===== src/rtl/qp_pkg.sv =====
// Shared widths, command/completion layouts and sequencer states.
package qp_pkg;
    parameter int PTR_W   = 16;
    parameter int DEPTH_W = PTR_W + 1;
    parameter int ADDR_W  = 32;
    parameter int LBA_W   = 32;
    parameter int LEN_W   = 16;
    parameter int CID_W   = 16;
    parameter int STS_W   = 8;
    parameter int CNT_W   = 8;
    parameter int TMR_W   = 16;
    parameter int VEC_W   = 5;

    // Command word: op at bit 0, then cid, block, host address, length.
    typedef struct packed {
        logic [LEN_W-1:0]  len;
        logic [ADDR_W-1:0] haddr;
        logic [LBA_W-1:0]  lba;
        logic [CID_W-1:0]  cid;
        logic              op;
    } sq_cmd_t;

    // Completion word: cid, submission head, status, phase.
    typedef struct packed {
        logic              phase;
        logic [STS_W-1:0]  status;
        logic [PTR_W-1:0]  sqhd;
        logic [CID_W-1:0]  cid;
    } cq_entry_t;

    localparam int CMD_W = $bits(sq_cmd_t);
    localparam int CPL_W = $bits(cq_entry_t);

    typedef enum logic [1:0] {
        ST_IDLE,
        ST_FETCH,
        ST_EXEC,
        ST_POST
    } seq_state_t;
endpackage


===== src/rtl/qp_ring_ptr.sv =====
// Device-owned ring pointer that steps modulo the configured depth.
// Assumes cfg_depth >= 2 and static outside reset.
module qp_ring_ptr
    import qp_pkg::*;
(
    input  logic               clk,
    input  logic               rst_n,
    input  logic [DEPTH_W-1:0] cfg_depth,
    input  logic               adv,
    output logic [PTR_W-1:0]   ptr,
    output logic [PTR_W-1:0]   ptr_nxt
);
    logic [DEPTH_W-1:0] sum;

    // Successor slot with wrap at the configured depth.
    always_comb begin
        sum     = {1'b0, ptr} + DEPTH_W'(1);
        ptr_nxt = (sum >= cfg_depth) ? '0 : sum[PTR_W-1:0];
    end

    // Pointer register.
    always_ff @(posedge clk) begin
        if (!rst_n)   ptr <= '0;
        else if (adv) ptr <= ptr_nxt;
    end
endmodule


===== src/rtl/qp_doorbell.sv =====
// Captures host doorbell writes: slot 0 holds the submission tail, slot 1
// the completion head. Out-of-range values are dropped and flagged stickily.
module qp_doorbell
    import qp_pkg::*;
(
    input  logic               clk,
    input  logic               rst_n,
    input  logic [DEPTH_W-1:0] cfg_depth,
    input  logic               db_valid,
    input  logic               db_sel,
    input  logic [PTR_W-1:0]   db_value,
    output logic [PTR_W-1:0]   sq_tail,
    output logic [PTR_W-1:0]   cq_head,
    output logic               db_err
);
    localparam int N_DB = 2;

    logic in_range;
    assign in_range = ({1'b0, db_value} < cfg_depth);

    for (genvar g = 0; g < N_DB; g++) begin : g_db
        logic [PTR_W-1:0] val_q;
        // Doorbell register g: updated only by an in-range write to it.
        always_ff @(posedge clk) begin
            if (!rst_n)
                val_q <= '0;
            else if (db_valid && (db_sel == 1'(g)) && in_range)
                val_q <= db_value;
        end
    end

    assign sq_tail = g_db[0].val_q;
    assign cq_head = g_db[1].val_q;

    // Sticky error on any out-of-range doorbell write.
    always_ff @(posedge clk) begin
        if (!rst_n)                      db_err <= 1'b0;
        else if (db_valid && !in_range)  db_err <= 1'b1;
    end
endmodule


===== src/rtl/qp_cmd_seq.sv =====
// Per-command sequencer: fetch one submission entry, hand it to the stub,
// wait for status, then post a completion when the completion ring has room.
// Handles one command at a time; memory ports hold request until acknowledge.
module qp_cmd_seq
    import qp_pkg::*;
(
    input  logic              clk,
    input  logic              rst_n,
    input  logic [ADDR_W-1:0] cfg_sq_base,
    input  logic [ADDR_W-1:0] cfg_cq_base,
    input  logic [PTR_W-1:0]  sq_tail,
    input  logic [PTR_W-1:0]  cq_head,
    input  logic [PTR_W-1:0]  sq_head,
    input  logic [PTR_W-1:0]  sq_head_nxt,
    input  logic [PTR_W-1:0]  cq_tail,
    input  logic [PTR_W-1:0]  cq_tail_nxt,
    output logic              sq_adv,
    output logic              cq_adv,
    output logic              mrd_req,
    output logic [ADDR_W-1:0] mrd_addr,
    input  logic              mrd_ack,
    input  logic [CMD_W-1:0]  mrd_data,
    output logic              ex_req,
    output logic              ex_op,
    output logic [CID_W-1:0]  ex_cid,
    output logic [LBA_W-1:0]  ex_lba,
    output logic [ADDR_W-1:0] ex_haddr,
    output logic [LEN_W-1:0]  ex_len,
    input  logic              ex_done,
    input  logic [STS_W-1:0]  ex_status,
    output logic              mwr_req,
    output logic [ADDR_W-1:0] mwr_addr,
    output logic [CPL_W-1:0]  mwr_data,
    input  logic              mwr_ack,
    output logic              cpl_event
);
    seq_state_t       state_q;
    sq_cmd_t          cmd_q;
    logic [PTR_W-1:0] sqhd_q;
    logic [STS_W-1:0] status_q;
    logic             phase_q;
    logic             sq_empty;
    logic             cq_full;
    cq_entry_t        entry;

    // Ring occupancy as seen from the device side.
    assign sq_empty = (sq_head == sq_tail);
    assign cq_full  = (cq_tail_nxt == cq_head);

    // Port drive and pointer advance strobes.
    always_comb begin
        mrd_req  = (state_q == ST_FETCH);
        mrd_addr = cfg_sq_base + ADDR_W'(sq_head);
        ex_req   = (state_q == ST_EXEC);
        ex_op    = cmd_q.op;
        ex_cid   = cmd_q.cid;
        ex_lba   = cmd_q.lba;
        ex_haddr = cmd_q.haddr;
        ex_len   = cmd_q.len;
        entry.phase  = phase_q;
        entry.status = status_q;
        entry.sqhd   = sqhd_q;
        entry.cid    = cmd_q.cid;
        mwr_req   = (state_q == ST_POST) && !cq_full;
        mwr_addr  = cfg_cq_base + ADDR_W'(cq_tail);
        mwr_data  = entry;
        sq_adv    = mrd_req && mrd_ack;
        cq_adv    = mwr_req && mwr_ack;
        cpl_event = cq_adv;
    end

    // State machine: idle -> fetch -> execute -> post -> idle.
    always_ff @(posedge clk) begin
        if (!rst_n) begin
            state_q <= ST_IDLE;
        end else begin
            unique case (state_q)
                ST_IDLE:  if (!sq_empty) state_q <= ST_FETCH;
                ST_FETCH: if (mrd_ack)   state_q <= ST_EXEC;
                ST_EXEC:  if (ex_done)   state_q <= ST_POST;
                ST_POST:  if (cq_adv)    state_q <= ST_IDLE;
                default:                 state_q <= ST_IDLE;
            endcase
        end
    end

    // Command, head snapshot and status capture.
    always_ff @(posedge clk) begin
        if (!rst_n) begin
            cmd_q    <= '0;
            sqhd_q   <= '0;
            status_q <= '0;
        end else begin
            if (sq_adv) begin
                cmd_q  <= sq_cmd_t'(mrd_data);
                sqhd_q <= sq_head_nxt;
            end
            if (ex_req && ex_done) status_q <= ex_status;
        end
    end

    // Phase inverts each time the completion tail wraps to slot 0.
    always_ff @(posedge clk) begin
        if (!rst_n)                              phase_q <= 1'b1;
        else if (cq_adv && (cq_tail_nxt == '0))  phase_q <= ~phase_q;
    end
endmodule


===== src/rtl/qp_irq_coalesce.sv =====
// Interrupt coalescer: fires a one-cycle pulse when the held completion
// count reaches the threshold or the wait since the first held completion
// expires, whichever is first; both restart after a pulse.
module qp_irq_coalesce
    import qp_pkg::*;
(
    input  logic             clk,
    input  logic             rst_n,
    input  logic [CNT_W-1:0] cfg_thresh,
    input  logic [TMR_W-1:0] cfg_time,
    input  logic             cpl_event,
    output logic             irq
);
    logic [CNT_W-1:0] pend_q;
    logic [TMR_W-1:0] tmr_q;
    logic [CNT_W:0]   pend_inc;
    logic [TMR_W:0]   tmr_inc;
    logic             cnt_hit;
    logic             tmr_hit;
    logic             fire;

    // Threshold and timeout conditions.
    always_comb begin
        pend_inc = {1'b0, pend_q} + (CNT_W+1)'(1);
        tmr_inc  = {1'b0, tmr_q} + (TMR_W+1)'(1);
        cnt_hit  = cpl_event && (pend_inc >= {1'b0, cfg_thresh});
        tmr_hit  = (pend_q != '0) && (tmr_inc >= {1'b0, cfg_time});
        fire     = cnt_hit || tmr_hit;
    end

    // Held count, wait timer and registered pulse.
    always_ff @(posedge clk) begin
        if (!rst_n) begin
            pend_q <= '0;
            tmr_q  <= '0;
            irq    <= 1'b0;
        end else begin
            irq <= fire;
            if (fire) begin
                pend_q <= '0;
                tmr_q  <= '0;
            end else begin
                if (cpl_event)       pend_q <= pend_inc[CNT_W-1:0];
                if (pend_q != '0)    tmr_q  <= tmr_inc[TMR_W-1:0];
                else                 tmr_q  <= '0;
            end
        end
    end
endmodule


===== src/rtl/qp_engine.sv =====
// Queue pair engine top: doorbell capture, device ring pointers, command
// sequencer and interrupt coalescer for one submission/completion pair.
// Assumes configuration inputs are static outside reset.
module qp_engine
    import qp_pkg::*;
#(
    parameter logic [VEC_W-1:0] IRQ_VECTOR = 5'd3
) (
    input  logic               clk,
    input  logic               rst_n,
    input  logic [DEPTH_W-1:0] cfg_depth,
    input  logic [ADDR_W-1:0]  cfg_sq_base,
    input  logic [ADDR_W-1:0]  cfg_cq_base,
    input  logic [CNT_W-1:0]   cfg_coal_thresh,
    input  logic [TMR_W-1:0]   cfg_coal_time,
    input  logic               db_valid,
    input  logic               db_sel,
    input  logic [PTR_W-1:0]   db_value,
    output logic               mrd_req,
    output logic [ADDR_W-1:0]  mrd_addr,
    input  logic               mrd_ack,
    input  logic [CMD_W-1:0]   mrd_data,
    output logic               ex_req,
    output logic               ex_op,
    output logic [CID_W-1:0]   ex_cid,
    output logic [LBA_W-1:0]   ex_lba,
    output logic [ADDR_W-1:0]  ex_haddr,
    output logic [LEN_W-1:0]   ex_len,
    input  logic               ex_done,
    input  logic [STS_W-1:0]   ex_status,
    output logic               mwr_req,
    output logic [ADDR_W-1:0]  mwr_addr,
    output logic [CPL_W-1:0]   mwr_data,
    input  logic               mwr_ack,
    output logic               irq,
    output logic [VEC_W-1:0]   irq_vec,
    output logic               db_err
);
    logic [PTR_W-1:0] sq_tail, cq_head;
    logic [PTR_W-1:0] sq_head, sq_head_nxt;
    logic [PTR_W-1:0] cq_tail, cq_tail_nxt;
    logic             sq_adv, cq_adv, cpl_event;

    assign irq_vec = IRQ_VECTOR;

    qp_doorbell u_db (
        .clk(clk), .rst_n(rst_n), .cfg_depth(cfg_depth),
        .db_valid(db_valid), .db_sel(db_sel), .db_value(db_value),
        .sq_tail(sq_tail), .cq_head(cq_head), .db_err(db_err)
    );

    qp_ring_ptr u_sq_ptr (
        .clk(clk), .rst_n(rst_n), .cfg_depth(cfg_depth), .adv(sq_adv),
        .ptr(sq_head), .ptr_nxt(sq_head_nxt)
    );

    qp_ring_ptr u_cq_ptr (
        .clk(clk), .rst_n(rst_n), .cfg_depth(cfg_depth), .adv(cq_adv),
        .ptr(cq_tail), .ptr_nxt(cq_tail_nxt)
    );

    qp_cmd_seq u_seq (
        .clk(clk), .rst_n(rst_n),
        .cfg_sq_base(cfg_sq_base), .cfg_cq_base(cfg_cq_base),
        .sq_tail(sq_tail), .cq_head(cq_head),
        .sq_head(sq_head), .sq_head_nxt(sq_head_nxt),
        .cq_tail(cq_tail), .cq_tail_nxt(cq_tail_nxt),
        .sq_adv(sq_adv), .cq_adv(cq_adv),
        .mrd_req(mrd_req), .mrd_addr(mrd_addr), .mrd_ack(mrd_ack), .mrd_data(mrd_data),
        .ex_req(ex_req), .ex_op(ex_op), .ex_cid(ex_cid), .ex_lba(ex_lba),
        .ex_haddr(ex_haddr), .ex_len(ex_len), .ex_done(ex_done), .ex_status(ex_status),
        .mwr_req(mwr_req), .mwr_addr(mwr_addr), .mwr_data(mwr_data), .mwr_ack(mwr_ack),
        .cpl_event(cpl_event)
    );

    qp_irq_coalesce u_coal (
        .clk(clk), .rst_n(rst_n),
        .cfg_thresh(cfg_coal_thresh), .cfg_time(cfg_coal_time),
        .cpl_event(cpl_event), .irq(irq)
    );
endmodule


===== config.mk =====
export PLATFORM = sky130hd
export DESIGN_NAME = qp_engine
export DESIGN_NICKNAME = d
export VERILOG_FILES = /design/src/rtl/qp_pkg.sv /design/src/rtl/qp_ring_ptr.sv /design/src/rtl/qp_doorbell.sv /design/src/rtl/qp_cmd_seq.sv /design/src/rtl/qp_irq_coalesce.sv /design/src/rtl/qp_engine.sv
export SDC_FILE = /design/constraint.sdc
export NUM_CORES = 1
export LEC_CHECK = 0
export ABC_AREA = 1
export BUFFER_PORTS_ARGS = -buffer_cell sky130_fd_sc_hd__buf_2
export CORE_AREA = 2 2 174 176
export DETAILED_ROUTE_END_ITERATION = 16
export DIE_AREA = 0 0 176 178
export GPL_TIMING_DRIVEN = 1
export PLACE_DENSITY_LB_ADDON = 0.1
export SLEW_MARGIN = 10
export SYNTH_ARGS = -nofsm -noshare
export SYNTH_HDL_FRONTEND = slang
export SYNTH_SLANG_ARGS = --single-unit

===== constraint.sdc =====
create_clock -name clk -period 11.5 [get_ports clk]
set_clock_uncertainty 0.2 [all_clocks]
set_input_delay 1.15 -clock clk [delete_from_list [all_inputs] [get_ports clk]]
set_output_delay 1.15 -clock clk [all_outputs]
set_load 0.005 [all_outputs]

==> metrics, run 1 <==
nets=2608; status=finished, final reports clean; share of post-route cells with drive strength above 1=0.226; largest family of logic cells by synthesized area=simple AND/OR/NAND/NOR gates; final wirelength=40600 um; Max Slew Vio Count=0; via count=13200; Peak VDD IR=0.108 mV; Die W=176 um; register area share after synthesis=0.309; Tightest Hold Check Type=reg -> reg; cell count after synthesis=1873; TritonCTS clock tree=built; initial core utilization=0.437; Setup crit start kind=register; max cap viols=0; synth warn=0; Fillers=2984; CTS root buf=clkbuf_16; PwrDens=132 nW/um^2; mapped cell area=12800 um^2; Layout Area Growth over Synthesis=22.9%; DR iter-0 viols=869; Synth Area in Simple Gates=0.272; initial antenna violation count=7; flops & latches, synth=198; Slew headroom=0.265; Die ar.=31300 um^2; Synth area leader=dfxtp_1; vias per cell=4.95; reg2reg setup slack=6390 ps; most frequent cell after synthesis=nor2_1; HP Start=u_db.cq_head[0]$_SDFFE_PN0P_; DP HPWL=32000 um; Hold Buf Count CTS=0; FMAX=0.171 GHz; Post-synth top flop=dfxtp_1; post-synth top area share=0.309; ANT nets after route=0; Cell Rows=63; Min-Delay Path Depth=2; Worst-path clk slew=70 ps; clk sink count=198; PortBufs=439; post_cts resized=0; DRC=0; Post-synth top cells=nor2_1 (347), nand2_1 (294), inv_1 (232); drt first pass iters=7; LEAKAGE=0.00827 uW; Tmin final=5850 ps; Synth Area in Compound Gates=0.134; Final Setup Violations=0; H-Tree Depth=4; CP Class=reg -> out; Die H=178 um; WP data required=10150 ps; async set or reset register ratio after synthesis=0; fin crit share=0.509; RSZ-0062 raised after global routing=false; wire per inst=15.2 um; Distinct cells, synth=50; post-synthesis mux area share=0; clock latency on the worst-skew pair=440 ps; Post-Route Setup TNS=0 ps; setup repair bufs after CTS=0; CP max FO=32; R2R Path End=u_seq.sqhd_q[2]$_SDFFE_PN0P_; I/O Pins=445; TritonCTS Buffers=17; adder-cell share of the synthesized area=0.114; total global-route track usage=0.249; number of global-route vias before repair=11900; r2r worst-path depth=18; critical path endpoint category=primary output; syn avg cell area=6.86 um^2; Placer Congestion=0.885; number of synthesized flops with an enable pin=0; R2R Path Start=u_seq.sqhd_q[0]$_SDFFE_PN0P_; GR Overflow Total=0; Worst Tran Pin Value=1100 ps; FF+latch area=3960 um^2; core area=29400 um^2; Final Hold Vio Count=0; synth top area cells=dfxtp_1 (31%), ha_1 (11%), nor2_1 (10%); XOR/XNOR Fraction of Synth Area=0.0694; critical path arrival=4500 ps; area occupied by multi-input gates=7610 um^2; pin count of the biggest net entering global routing=99; Longest Clk Path Bufs=2; global-route wire length before repair=62300 um; Hold EP=u_db.cq_head[0]$_SDFFE_PN0P_; Total Power=2080 uW
==> power breakdown <==
| part | switching [uW] | internal [uW] |
|---|---|---|
| logic | 367 | 250 |
| registers | 63.9 | 785 |
| clock network | 300 | 317 |
==> through the flow <==
stage / cells / hold slack (ps) / util / setup WS [ps] / cell area [um^2]
4_1_cts: 2662 / 275 / 0.537 / 5690 / 15800
3_3_place_gp: 2630 / 250 / 0.516 / 6260 / 15200
2_1_floorplan: 1876 / 229 / - / 6800 / 12900
5_1_grt: 2664 / 303 / 0.537 / 5060 / 15800
3_5_place_dp: 2630 / 259 / 0.516 / 6180 / 15200
6_report: 2668 / 273 / 0.537 / 5650 / 15800
==> placed cells by master, fill, tap and decap left out, types with 13 or more instances in the layout <==
cell	n
a22oi_1	14
nand3_1	62
ha_1	114
nor4_1	13
nor2_2	13
buf_2	438
nand2_1	293
xnor2_1	23
xor2_1	77
inv_1	232
a21oi_1	103
nand4_1	44
clkbuf_16	17
nor2_1	347
nor3_1	27
o21ai_0	163
dfxtp_1	198
==> worst max path at each step <==
stage / to / slack, ps / from / depth (start not counted)
3_5_place_dp: mwr_req / 6180 / cfg_depth[8] / 17
4_1_cts: mwr_req / 5690 / u_cq_ptr.ptr[0]$_SDFFE_PN0P_ / 21
2_1_floorplan: mwr_addr[22] / 6800 / cfg_cq_base[0] / 15
3_3_place_gp: mwr_req / 6260 / cfg_depth[4] / 20
6_report: mwr_req / 5650 / u_cq_ptr.ptr[0]$_SDFFE_PN0P_ / 21
5_1_grt: mwr_req / 5060 / u_cq_ptr.ptr[0]$_SDFFE_PN0P_ / 21
==> layout make-up <==
class                           instances  share of cell area
Antenna cell                            6            0.000951
Timing Repair Buffer                  444               0.142
Inverter                              235              0.0559
Clock buffer                           19              0.0280
Sequential cell                       198               0.251
Multi-Input combinational cell       1363               0.482
Clock inverter                         13             0.00990
Tap cell                              390              0.0309
==> cell families after synthesis <==
kind of cell	after synthesis
XOR/XNOR	101
buffers and inverters	315
AO/OA/AOI/OAI	319
AND/OR/NAND/NOR	822
other	2
adder cells (fa/ha/maj)	116
flip-flops	198
==> sequential cells by signal (all words and copies together) (netlist names) <==
register and count:
u_seq.ex_haddr 32, u_seq.ex_lba 32, u_coal.tmr_q 16, u_cq_ptr.ptr 16, u_db.cq_head 16, u_db.sq_tail 16, u_seq.ex_cid 16, u_seq.ex_len 16
u_seq.sqhd_q 16, u_coal.pend_q 8, u_seq.status_q 8, u_seq.state_q 2, u_coal.irq 1, u_db.db_err 1, u_seq.ex_op 1, u_seq.phase_q 1
==> metal layers <==
metal	global-route usage	vias up	routed length, um
li1	-	6834	-
met1	0.331	5947	18500
met2	0.406	386	18900
met3	0.0537	42	2420
met4	0.0709	4	700
met5	0	-	27
==> worst max-delay path, cell delays in order (launching register included) <==
cell and delay, ps:
dfxtp_1 440, ha_1 220, nand2_2 90, nor2_2 200, nand2_2 110, xor2_1 330
ha_1 310, a21oi_1 140, nor2_1 70, nor2_1 100, nand2_1 80, nand2_1 770
nand3_1 290, nand2_1 120, nand2_1 70, inv_1 60, nand2_1 50, nor2_1 100
nand2_1 70, nor2_2 190, nor2_4 110, buf_2 140
(Power assumes the default switching activity.)
==> run 2: changes to the inputs <==
--- a/config.mk
+++ b/config.mk
@@ -5,7 +5,7 @@
 export SDC_FILE = /design/constraint.sdc
 export NUM_CORES = 1
 export LEC_CHECK = 0
-export ABC_AREA = 1
+export ABC_AREA = 0
 export BUFFER_PORTS_ARGS = -buffer_cell sky130_fd_sc_hd__buf_2
 export CORE_AREA = 2 2 174 176
 export DETAILED_ROUTE_END_ITERATION = 16
==> constraint.sdc (replaced) <==
create_clock -name clk -period 5.9 [get_ports clk]
set_clock_uncertainty 0.2 [all_clocks]
set_input_delay 0.59 -clock clk [delete_from_list [all_inputs] [get_ports clk]]
set_output_delay 0.59 -clock clk [all_outputs]
set_load 0.005 [all_outputs]
==> metrics, run 2 <==
H-Tree Depth=4 (unchanged); DP HPWL=30200 um (-5.9%); Die W=176 um (unchanged); GR Util met3=0.0642 (+0.0104); Fillers=2857 (-4.3%); Max Slew Vio Count=0 (unchanged); Final Hold Vio Count=0 (unchanged); Post-synth top cells=nand2_1 (324), dfxtp_1 (198), ha_1 (114); fin area=15800 um^2 (+0.36%); Distinct cells, synth=76 (+52%); CTS root buf=clkbuf_16; share of post-route cells with drive strength above 1=0.257 (+0.0307); PwrDens=220 nW/um^2 (+67%); status=finished, final reports clean; LEAKAGE=0.00751 uW (-9.2%); number of global-route vias before repair=11700 (-2.1%); Peak VDD IR=0.173 mV (+61%); initial core utilization=0.439 (+0.00204); drt first pass iters=5 (-2); Post-Route Setup TNS=0 ps (unchanged); global-route wire length before repair=59200 um (-4.9%); syn avg cell area=8.04 um^2 (+17%); cell count after synthesis=1606 (-14%); async set or reset register ratio after synthesis=0 (unchanged); final hold slack=196 ps (-76.9 ps); initial antenna violation count=9 (+2); critical path endpoint category=primary output; CP Class=reg -> out; mapped cell area=12900 um^2 (+0.47%); Slew headroom=0.275 (+0.00991); ANT nets after route=0 (unchanged); Worst Tran Pin Value=1090 ps (-14.9 ps); critical path arrival=4760 ps (+260 ps); Post-synth top flop=dfxtp_1; nets=2332 (-11%); wire per inst=16.2 um (+6.6%); most common cell after layout, fill and taps aside=buf_2; Total Power=3490 uW (+67%); core area=29400 um^2 (unchanged); CP max FO=12 (-63%); max cap viols=0 (unchanged); RSZ-0062 raised after global routing=false; final wirelength=38800 um (-4.3%); pin count of the biggest net entering global routing=98 (-1.0%); via count=12400 (-6.2%); Longest Clk Path Bufs=2 (unchanged); final core occ=0.539 (+0.00192); synth top area cells=dfxtp_1 (31%), ha_1 (11%), nand2_1 (9.4%); Cell Rows=63 (unchanged); GR Overflow Total=0 (unchanged); Layout Area Growth over Synthesis=22.8%; flops & latches, synth=198 (unchanged); Synth area leader=dfxtp_1; post-synth top area share=0.307 (-0.00144); FMAX=0.180 GHz; DR iter-0 viols=666 (-23%); I/O Pins=445 (unchanged); synth warn=0 (unchanged); M1 GR Usage=0.271 (-0.0597); vias per cell=5.18 (+4.6%); clock latency on the worst-skew pair=440 ps (about the same); Tmin final=5550 ps; fin crit share=0.941; GRT busiest layer=met2; register area share after synthesis=0.307 (-0.00144); most frequent cell after synthesis=nand2_1; WP data required=5110 ps (-5040 ps); met2 GRT Util=0.429 (+0.0228); most frequent cells in the layout=buf_2 (438), nand2_1 (323), dfxtp_1 (198), ha_1 (114), a21boi_0 (112); PortBufs=439 (unchanged); TritonCTS Buffers=17 (unchanged); Final Setup Violations=0 (unchanged); number of synthesized flops with an enable pin=0 (unchanged); Tightest Hold Check Type=in -> reg; Setup crit start kind=register; TritonCTS clock tree=built; Worst-path clk slew=80 ps (about the same); clk sink count=198 (unchanged); DRC=0 (unchanged); Cell Area, Placed=15200 um^2 (+0.46%); Die ar.=31300 um^2 (unchanged); Placer Congestion=0.851 (-3.8%); Die H=178 um (unchanged); total global-route track usage=0.236 (-0.0129); Hold Buf Count CTS=0 (unchanged)
## run 2: cell count changes after synthesis, moves of 16 or more
cell,delta
nor2_1,-275
inv_1,-153
a21boi_0,+110
o21ai_0,-107
xnor2_1,+67
a21oi_1,-58
xor2_1,-38
mux2i_1,+33
nand2_1,+30
nor2b_1,+28
and3_1,+22
a21o_1,+21
a31oi_1,+16
## run 2: cell families (layout without fill, tap and decap cells)
group	Yosys count	count (layout)	share of synthesized area
and+or+nand+nor	633	633	0.233
AOI/OAI and AO/OA	319	319	0.171
DFF	198	198	0.307
buffers and inverters	174	561	0.0582
xor gates and xnor gates	131	131	0.0910
adders and majority gates	116	116	0.114
muxes	33	33	0.0256
other	2	13	0.000582
## run 2: path summary, 6_finish.rpt
kind | end | cells after the start | slack (ps) | startpoint
worst max-delay path | mwr_req | 16 | 350 | u_cq_ptr.ptr[0]$_SDFFE_PN0P_
worst max register to register | u_coal.pend_q[7]$_SDFFE_PP0P_ | 16 | 710 | u_cq_ptr.ptr[0]$_SDFFE_PN0P_
worst min register to register | u_seq.status_q[3]$_SDFFE_PN0P_ | 2 | 260 | u_seq.status_q[3]$_SDFFE_PN0P_
worst min-delay path | u_seq.ex_haddr[8]$_SDFFE_PN0P_ | 3 | 200 | mrd_data[57]
## run 2: layout make-up
class	count	area [um^2]	share of cell area
well taps	390	488	0.0308
inverters	79	297	0.0187
clock buffers	21	470	0.0297
clock inverters	11	103	0.00647
flip-flops and latches	198	3960	0.250
multi-input cells	1237	8230	0.519
diodes	8	20.0	0.00126
repair buffers	450	2280	0.144
## run 2: timing repair
action                     4_1_cts  5_1_grt
setup endpoints to repair        0        7
setup buffers                    0        0
resized for setup                0        2
## run 2: worst max-delay path: stages, from the launching register on
cell,delay (ps)
dfxtp_1,530
ha_1,350
nand4_4,210
nor3_4,320
and3_1,240
xor2_1,290
ha_1,310
nand4_1,160
nor4_1,80
o21bai_1,190
o311ai_1,120
buf_4,210
a2111o_1,300
a222oi_1,430
nand4_1,210
and2_1,230
buf_2,130
## run 2: power breakdown
| group | internal (uW) | total, uW | switching, uW |
|---|---|---|---|
| sequential | 1450 | 1530 | 79.2 |
| combinational | 339 | 800 | 461 |
| clock | 592 | 1160 | 563 |
## run 2: metrics by stage
step / instances / worst slack (ps)
floorplan: 1609 / 1510
detailed placement: 2354 / 414
finish: 2394 / 348
global route: 2390 / 83.1
CTS: 2386 / 88.8
global placement: 2354 / 683
## run 2: layer usage
layer | vias up | part of all wire
met3 | 44 | 0.069
met1 | 5718 | 0.41
li1 | 6271 | -
met2 | 359 | 0.50
met4 | 8 | 0.016
met5 | - | 0.0013
==> run 3: changes to the inputs <==
--- a/config.mk
+++ b/config.mk
@@ -7,12 +7,14 @@
 export LEC_CHECK = 0
 export ABC_AREA = 0
 export BUFFER_PORTS_ARGS = -buffer_cell sky130_fd_sc_hd__buf_2
-export CORE_AREA = 2 2 174 176
+export CORE_ASPECT_RATIO = 0.8
+export CORE_MARGIN = 1
+export CORE_UTILIZATION = 50
 export DETAILED_ROUTE_END_ITERATION = 16
-export DIE_AREA = 0 0 176 178
 export GPL_TIMING_DRIVEN = 1
-export PLACE_DENSITY_LB_ADDON = 0.1
+export PLACE_DENSITY = 0.75
 export SLEW_MARGIN = 10
 export SYNTH_ARGS = -nofsm -noshare
 export SYNTH_HDL_FRONTEND = slang
+export SYNTH_HIERARCHICAL = 1
 export SYNTH_SLANG_ARGS = --single-unit
==> metrics, run 3 <==
status=finished, final reports clean; clock latency on the worst-skew pair=500 ps (+60 ps); global-route wire length before repair=62400 um (+5.5%); most frequent cell after synthesis=nand2_1; DR iter-0 viols=831 (+25%); Longest Clk Path Bufs=3 (+1); post-synth top area share=0.306 (-0.000919); Hold Buf Count CTS=0 (unchanged); CP Class=reg -> reg; cell chain of the critical path=ha_1 > and4_1 > and3_1 > nand2_1 > xnor2_1 > ha_1 > a211oi_2 > nor2_1 > nor4_4 > o21a_4 > and2_1 > xor2_1 > nor4_1 > a41oi_1 > and2_2 > nand4_1 > o21ai_1 > a41oi_1 > and3_1 > nand4b_4 > nor2b_1; nets=2454 (+5.2%); DP HPWL=32000 um (+6.2%); FMAX=0.183 GHz (+1.4%); Final Hold Vio Count=0 (unchanged); largest family of logic cells by synthesized area=simple AND/OR/NAND/NOR gates; final std cells w/o fill=2484 (+3.8%); most frequent cells in the layout=buf_2 (438), nand2_1 (365), dfxtp_1 (213), a21boi_0 (123), ha_1 (115); LEAKAGE=0.00803 uW (+6.9%); critical path arrival=5700 ps (+940 ps); final wirelength=41600 um (+7.3%); ant diodes=0 (-8); CTS root buf=clkbuf_16; fin area=17100 um^2 (+7.7%); most common cell after layout, fill and taps aside=buf_2; number of global-route vias before repair=12000 (+2.8%); Distinct cells, synth=77 (+1.3%); ANT nets after route=0 (unchanged); Post-Place Cells=2439 (+3.6%); H-Tree Depth=1 (-3); TritonCTS Buffers=23 (+6); syn avg cell area=8.11 um^2 (+0.87%); core area=27400 um^2 (-6.9%); TritonCTS clock tree=built; WP data required=6130 ps (+1020 ps); Tmin final=5470 ps (-79.2 ps); Setup crit start kind=register; Final Setup Violations=0 (unchanged); I/O Pins=445 (unchanged); CP max FO=16 (+4); Min-Delay Path Depth=3 (unchanged); slowest stage delay, CP=410 ps (-120 ps); Die ar.=28700 um^2 (-8.5%); adder-cell share of the synthesized area=0.106 (-0.00792); max cap viols=0 (unchanged); Synth Area in Compound Gates=0.169 (-0.00125); Max Slew Vio Count=0 (unchanged); Die W=189 um (+7.4%); number of synthesized flops with an enable pin=0 (unchanged); Fillers=2474 (-13%); PortBufs=439 (unchanged); Post-synth top cells=nand2_1 (366), dfxtp_1 (214), a21boi_0 (123); Max stage delay cell, worst path=dfxtp_1; initial core utilization=0.511 (+0.0723); Die H=152 um (-15%); Cell Area, Placed=16200 um^2 (+6.2%); fin crit share=0.928 (-0.0134); Post-synth top flop=dfxtp_1; total global-route track usage=0.269 (+0.0331); synth warn=6 (+6); cell count after synthesis=1726 (+7.5%); async set or reset register ratio after synthesis=0 (unchanged); Worst Tran Pin Value=1030 ps (-61.9 ps); pin count of the biggest net entering global routing=135 (+38%); HP Start=mrd_data[18]; post-synthesis mux area share=0.0258 (+0.000251); wire per inst=16.8 um (+3.4%); vias per cell=5.41 (+4.5%); DRC=0 (unchanged); Slew headroom=0.314 (+0.0390); PwrDens=239 nW/um^2 (+8.5%); GR Overflow Total=0 (unchanged); Synth Area in Simple Gates=0.238 (+0.00500); Tightest Hold Check Type=in -> reg; RSZ-0062 raised after global routing=false; flops & latches, synth=214 (+8.1%); via count=13400 (+8.5%); initial antenna violation count=0 (-9); Post-Route Setup TNS=0 ps (unchanged); clk sink count=214 (+8.1%); drt first pass iters=5 (unchanged); Cell Rows=54 (-14%); Peak VDD IR=0.229 mV (+32%); register area share after synthesis=0.306 (-0.000919); share of post-route cells with drive strength above 1=0.247 (-0.00934); reg2reg setup slack=430 ps (-280 ps); r2r worst-path depth=21 (+5); setup ws final=427 ps (+79.2 ps); R2R Path End=u_coal/tmr_q[5]$_SDFF_PP0_; XOR/XNOR Fraction of Synth Area=0.0889 (-0.00214); Hold EP=u_seq/ex_lba[1]$_SDFFE_PN0P_; Worst-path clk slew=60 ps (-20 ps); Place WS=183 ps (-231 ps); Layout Area Growth over Synthesis=22.0%; mapped cell area=14000 um^2 (+8.4%); R2R Path Start=u_cq_ptr/ptr[1]$_SDFFE_PN0P_; Placer Congestion=0.909 (+6.8%); synth top area cells=dfxtp_1 (31%), ha_1 (10%), nand2_1 (9.8%); critical path endpoint category=register; Synth area leader=dfxtp_1
[run 3: how the worst max path moves through the flow]
| stage | from | cells past startpoint | slack [ps] | to |
|---|---|---|---|---|
| floorplan | u_cq_ptr/ptr[0]$_SDFFE_PN0P_ | 24 | 950 | u_coal/tmr_q[11]$_SDFF_PP0_ |
| global placement | u_cq_ptr/ptr[0]$_SDFFE_PN0P_ | 21 | 370 | u_coal/tmr_q[8]$_SDFF_PP0_ |
| detailed placement | u_cq_ptr/ptr[0]$_SDFFE_PN0P_ | 21 | 180 | u_coal/tmr_q[12]$_SDFF_PP0_ |
| CTS | u_cq_ptr/ptr[0]$_SDFFE_PN0P_ | 21 | 120 | u_coal/tmr_q[5]$_SDFF_PP0_ |
| global route | u_cq_ptr/ptr[1]$_SDFFE_PN0P_ | 22 | 30 | u_coal/tmr_q[9]$_SDFF_PP0_ |
| finish | u_cq_ptr/ptr[1]$_SDFFE_PN0P_ | 21 | 430 | u_coal/tmr_q[5]$_SDFF_PP0_ |
[run 3: power breakdown]
part	internal (uW)	switching, uW	total, uW
clock	963	607	1570
sequential	1570	84.7	1650
combinational	354	497	852
total	2880	1190	4070
[run 3: routing by layer]
| metal | wire length (um) | vias to the layer above | GRT usage |
|---|---|---|---|
| met5 | 0 | - | 0 |
| met4 | 852 | 0 | 0.0621 |
| met3 | 2980 | 62 | 0.0465 |
| met2 | 18600 | 483 | 0.425 |
| met1 | 19200 | 6275 | 0.381 |
| li1 | - | 6628 | - |
[run 3: repair_timing]
| action | in CTS | in global routing |
|---|---|---|
| setup buffers | 0 | 3 |
| gates resized for setup | 0 | 5 |
| setup endpoints to repair | 0 | 36 |
[run 3: kinds of logic (layout without fill, tap and decap cells)]
kind of cell,Yosys count,after routing
multiplexers,36,36
other,2,5
XOR/XNOR,142,142
buffers and inverters,198,588
AO/OA/AOI/OAI,335,336
AND/OR/NAND/NOR,682,682
flip-flops,214,214
adder cells (fa/ha/maj),117,117
[run 3: critical path: cells and delay by family (launching register included)]
kind            cells  cell delay, ps
compound gates      5            1000
flops               1             410
fa+ha+maj           2             600
xor+xnor            2             340
simple gates       12            2830
[run 3: area by class of cell]
type	count	area (um^2)	share of cell area
multi-input combinational	1318	8850	0.519
sequential	214	4290	0.251
timing repair buffer	450	2290	0.134
clock buffer	27	611	0.0358
tap	364	455	0.0267
inverter	97	365	0.0214
clock inverter	14	211	0.0124
[run 3: through the flow]
| stage | hold slack (ps) | power [uW] | utilization |
|---|---|---|---|
| final | 131 | 4070 | 0.624 |
| after global routing | 125 | 4270 | 0.624 |
| after CTS | 114 | 4100 | 0.622 |
| after detailed placement | 253 | 2520 | 0.592 |
| after global placement | 248 | 2500 | 0.592 |
| after floorplan | 246 | 2160 | - |
